`config.mk`:
```
export PLATFORM = sky130hd
export DESIGN_NAME = shared_irq_balance
export DESIGN_NICKNAME = d
export VERILOG_FILES = /design/src/rtl/shlvl_pkg.sv /design/src/rtl/shlvl_evt_merge.sv /design/src/rtl/shlvl_balance_fsm.sv /design/src/rtl/shlvl_sticky_flags.sv /design/src/rtl/shared_irq_balance.sv
export SDC_FILE = /design/constraint.sdc
export NUM_CORES = 1
export LEC_CHECK = 0
export ABC_AREA = 1
export CORE_AREA = 8 8 45 47
export DETAILED_ROUTE_END_ITERATION = 10
export DIE_AREA = 0 0 53 55
export GPL_TIMING_DRIVEN = 0
export MAX_ROUTING_LAYER = met4
export PLACE_DENSITY_LB_ADDON = 0.12
export SYNTH_ARGS = -nofsm -noshare
export SYNTH_HDL_FRONTEND = slang
export SYNTH_SLANG_ARGS = --single-unit
```
`constraint.sdc`:
```
create_clock -name clk -period 1.51 [get_ports clk]
set_input_delay 0.302 -clock clk [delete_from_list [all_inputs] [get_ports clk]]
set_output_delay 0.302 -clock clk [all_outputs]
set_load 0.03 [all_outputs]
```
`src/rtl/shlvl_pkg.sv`:
```
package shlvl_pkg;

    typedef enum logic [1:0] {
        ST_IDLE,
        ST_HELD,
        ST_FULL
    } bal_state_e;

    typedef enum logic [1:0] {
        OP_HOLD,
        OP_UP,
        OP_DOWN
    } bal_op_e;

endpackage

```
`src/rtl/shlvl_evt_merge.sv`:
```
module shlvl_evt_merge
    import shlvl_pkg::*;
(
    input  logic    up_i,
    input  logic    dn_i,
    output bal_op_e op_o
);

    // Coincident strobes cancel each other out.
    always_comb begin
        unique case ({up_i, dn_i})
            2'b10:   op_o = OP_UP;
            2'b01:   op_o = OP_DOWN;
            default: op_o = OP_HOLD;
        endcase
    end

endmodule

```
`src/rtl/shlvl_balance_fsm.sv`:
```
module shlvl_balance_fsm
    import shlvl_pkg::*;
#(
    parameter int CNT_W = 3
) (
    input  logic             clk,
    input  logic             rst,
    input  bal_op_e          op_i,
    output bal_state_e       state_o,
    output logic [CNT_W-1:0] cnt_o,
    output logic             sat_up_o,
    output logic             sat_dn_o
);

    localparam logic [CNT_W-1:0] CNT_MAX  = {CNT_W{1'b1}};
    localparam logic [CNT_W-1:0] CNT_NEAR = CNT_MAX - 1'b1;
    localparam logic [CNT_W-1:0] CNT_ONE  = {{(CNT_W-1){1'b0}}, 1'b1};

    bal_state_e       state_q, state_d;
    logic [CNT_W-1:0] cnt_q, cnt_d;

    // State and balance register
    always_ff @(posedge clk) begin
        if (rst) begin
            state_q <= ST_IDLE;
            cnt_q   <= '0;
        end else begin
            state_q <= state_d;
            cnt_q   <= cnt_d;
        end
    end

    // Next-state and next-balance logic
    always_comb begin
        state_d = state_q;
        cnt_d   = cnt_q;
        unique case (state_q)
            ST_IDLE: begin
                if (op_i == OP_UP) begin
                    state_d = ST_HELD;            // raise
                    cnt_d   = CNT_ONE;
                end
            end
            ST_HELD: begin
                if (op_i == OP_UP) begin
                    cnt_d = cnt_q + 1'b1;
                    if (cnt_q == CNT_NEAR)
                        state_d = ST_FULL;        // fill
                end else if (op_i == OP_DOWN) begin
                    cnt_d = cnt_q - 1'b1;
                    if (cnt_q == CNT_ONE)
                        state_d = ST_IDLE;        // clear
                end
            end
            ST_FULL: begin
                if (op_i == OP_DOWN) begin
                    state_d = ST_HELD;            // drain
                    cnt_d   = CNT_NEAR;
                end
            end
            default: begin
                state_d = ST_IDLE;
                cnt_d   = '0;
            end
        endcase
    end

    // Outputs: saturation requests and the registered state
    always_comb begin
        state_o  = state_q;
        cnt_o    = cnt_q;
        sat_up_o = (state_q == ST_FULL) && (op_i == OP_UP);
        sat_dn_o = (state_q == ST_IDLE) && (op_i == OP_DOWN);
    end

endmodule

```
`src/rtl/shlvl_sticky_flags.sv`:
```
module shlvl_sticky_flags #(
    parameter int N_FLAGS = 2
) (
    input  logic               clk,
    input  logic               rst,
    input  logic [N_FLAGS-1:0] set_i,
    output logic [N_FLAGS-1:0] flag_o
);

    for (genvar g = 0; g < N_FLAGS; g++) begin : g_flag
        logic flag_q;
        always_ff @(posedge clk) begin
            if (rst)
                flag_q <= 1'b0;
            else if (set_i[g])
                flag_q <= 1'b1;
        end
        assign flag_o[g] = flag_q;
    end

endmodule

```
`src/rtl/shared_irq_balance.sv`:
```
module shared_irq_balance
    import shlvl_pkg::*;
#(
    parameter int CNT_W = 3
) (
    input  logic clk,
    input  logic rst,
    input  logic assert_evt_i,
    input  logic deassert_evt_i,
    output logic irq_n_o,
    output logic ovf_o,
    output logic unf_o
);

    bal_op_e          bal_op;
    bal_state_e       bal_state;
    logic [CNT_W-1:0] bal_cnt;
    logic             sat_up, sat_dn;
    logic [1:0]       flags;

    shlvl_evt_merge u_merge (
        .up_i (assert_evt_i),
        .dn_i (deassert_evt_i),
        .op_o (bal_op)
    );

    shlvl_balance_fsm #(.CNT_W(CNT_W)) u_fsm (
        .clk      (clk),
        .rst      (rst),
        .op_i     (bal_op),
        .state_o  (bal_state),
        .cnt_o    (bal_cnt),
        .sat_up_o (sat_up),
        .sat_dn_o (sat_dn)
    );

    shlvl_sticky_flags #(.N_FLAGS(2)) u_flags (
        .clk    (clk),
        .rst    (rst),
        .set_i  ({sat_dn, sat_up}),
        .flag_o (flags)
    );

    always_comb begin
        irq_n_o = (bal_state == ST_IDLE);
        ovf_o   = flags[0];
        unf_o   = flags[1];
    end

endmodule

```
==> results.json <==
{
  "regArea_um2": 140.1,
  "hold_violations": 0,
  "crit_slowest_cell": "clkdlybuf4s50_1",
  "synthDistinctLibCells": 20,
  "syn_to_final_growth_pct": 22.25,
  "cts_max_level": 1,
  "grt_max_degree": 8,
  "relSlewSlack_pct": 79.91,
  "vias": 409,
  "synth-seq-cells": 7,
  "synthFlopType": "dfxtp_1",
  "core_area_um2": 1384,
  "drc": 0,
  "vias_per_cell": 4.446,
  "finalSetupViolCount": 0,
  "design_area_um2": 584.3,
  "drive_gt1_share_pct": 22.37,
  "n_fill_cell": 152,
  "worstSetupPathType": "in2reg",
  "grt_pass1_wl_um": 1607,
  "p_clk_share_pct": 14.2,
  "p_sw_share_pct": 48.93,
  "synth_area_um2": 478.0,
  "cts-root-buf": "clkbuf_4",
  "peakVddDrop_mv": 0.9553,
  "clockBufferDepth": 2,
  "gp_congestion": 0.7670,
  "async_flop_share_pct": 0,
  "crit_required_ns": 1.66,
  "cp_slowest_stage_delay_ns": 0.49,
  "p_comb_share_pct": 56.5,
  "period_minus_slack_ns": 1.373,
  "start_util_pct": 34.54,
  "portBuffers": 6,
  "internal_power_mw": 0.6298,
  "tns_ns": 0,
  "grt_pass1_vias": 386,
  "switchingPower_mw": 0.6033,
  "maxCapViolCount": 0,
  "die-area_um2": 2915,
  "seqPwrFrac_pct": 29.3,
  "yosysWarnings": 0,
  "p_per_area_nw_per_um2": 2111,
  "clk_latency_ns": 0.25,
  "drt-initial-drc-count": 8,
  "holdBufCountCts": 0,
  "postCtsSetupBuffers": 0,
  "syn_nets": 74,
  "overflow": 0,
  "endpoint_kind": "register",
  "fmax_ghz": 0.7285,
  "cts_tree": "built",
  "ioPinCount": 7,
  "worstPathCellList": "clkdlybuf4s50_1 > inv_1 > nand2_4 > inv_1 > nand3_1 > nand2_2 > nor2_4 > nand2_1 > nand2_1 > nor2_2",
  "placed_cell_area_um2": 558.0,
  "avgRoutedWirePerCell_um": 10.14,
  "status": "finished clean",
  "slew_viol_final": 0,
  "worstMarginPinSlew_ns": 0.3026,
  "yosysSeqAreaShare_pct": 29.32,
  "die_h_um": 55,
  "crit_arrival_ns": 1.52,
  "synth_most_common_cell": "nand2_1",
  "yosysTopAreaCell": "dfxtp_1",
  "finalClockSkew_ns": 0.001949,
  "numCtsBuffers": 3,
  "syn_inst": 66,
  "first_pass_iters": 3,
  "power.leakage_nw": 0.2753,
  "finalCritPeriodShare_pct": 90.91,
  "clk_pin_slew_worst_paths_ns": 0.05,
  "ant_nets": 0,
  "insertedDiodeCount": 0,
  "hpwl_um": 737.2,
  "track_usage_pct": 8.122,
  "setup.worst_path.start_class": "primary input",
  "r2r_slack_ns": 0.16,
  "synth_area_leaders": "dfxtp_1, ha_1, nand2_1",
  "cts_num_sinks": 7,
  "die_x_um": 53,
  "rsz0062_at_grt": "false",
  "multi_input_area_um2": 307.8,
  "routed_wl_um": 933,
  "nets": 85,
  "synth_edf_count": 0,
  "synth_top_area_share_pct": 29.32,
  "synth_common_cells": "nand2_1, inv_1, dfxtp_1, nor2_1, a21oi_1",
  "hold_class": "reg2reg",
  "antenna_found_initial": 0,
  "critPathMaxFanout": 7,
  "rows": 14,
  "syn_avg_cell_area_um2": 7.242
}
state kept, by name, indices dropped and copies added (netlist names):
register / cells
u_flags.g_flag.flag_q: 2
u_fsm.state_o: 2
u_fsm.cnt_o: 3
cell type report:
cell class	instances	area share, %
Inverter	10	6.424
Multi-Input combinational cell	49	52.68
Clock buffer	4	4.497
Sequential cell	7	23.98
Timing Repair Buffer	6	8.994
Tap cell	16	3.426
stage by stage:
stage | hold slack [ns] | total power [mW] | setup WS (ns) | util [%] | cells
floorplan | 0.3744 | 0.9239 | 0.08148 | - | 66
global placement | 0.4562 | 1.085 | -0.1631 | 40.33 | 88
detailed placement | 0.4560 | 1.090 | -0.1614 | 40.33 | 88
CTS | 0.4660 | 1.268 | 0.04476 | 42.31 | 92
global route | 0.4986 | 1.384 | 0.02739 | 42.22 | 92
finish | 0.4630 | 1.233 | 0.1373 | 42.22 | 92
layer usage:
layer	vias up	wire length [µm]	global-route usage, %
met5	-	0	-
met4	0	21	6.466
met3	3	65	3.743
met2	8	355	10.55
met1	168	490	9.313
li1	230	-	-
layout by cell type, fill, tap and decap left out, types with 3 or more instances in the layout:
master           instances
nand2_1                 13
inv_1                    9
dfxtp_1                  7
nor2_1                   6
a21oi_1                  5
ha_1                     4
nor2_2                   3
nand3_1                  3
nand2_2                  3
clkbuf_4                 3
clkdlybuf4s50_1          3
critical path, delay by kind of cell:
family / cells / cell delay [ns]
buffers and inverters: 3 / 0.65
AND/OR/NAND/NOR: 7 / 0.55
path summary, 6_finish.rpt:
kind                                               start                  endpoint  cells past startpoint
worst max-delay path                      deassert_evt_i          u_fsm.state_o[0]                     10
worst min-delay path            u_flags.g_flag[1].flag_q  u_flags.g_flag[1].flag_q                      2
worst max register to register            u_fsm.cnt_o[0]            u_fsm.cnt_o[1]                      5
worst min register to register  u_flags.g_flag[1].flag_q  u_flags.g_flag[1].flag_q                      2
logic make-up (layout without fill, tap and decap cells):
group	after synthesis	after routing	synth area share, %
flops	7	7	29.32
fa+ha+maj	4	4	10.47
simple gates	35	35	39.53
buf+inv	10	20	7.852
xor+xnor	2	2	3.666
compound gates	8	8	9.162
power groups by stage:
stage	registers [mW]	clock network, mW	logic, mW
2_1_floorplan	0.356	0	0.568
3_3_place_gp	0.361	0	0.725
3_5_place_dp	0.362	0	0.727
4_1_cts	0.362	0.183	0.723
5_1_grt	0.380	0.199	0.806
6_report	0.362	0.175	0.697
repair_timing:
action                     CTS  global route
setup endpoints to repair    3             2
gates resized for setup      6             3
pin swaps                    0             0
Power figures use the tool's default switching activity.
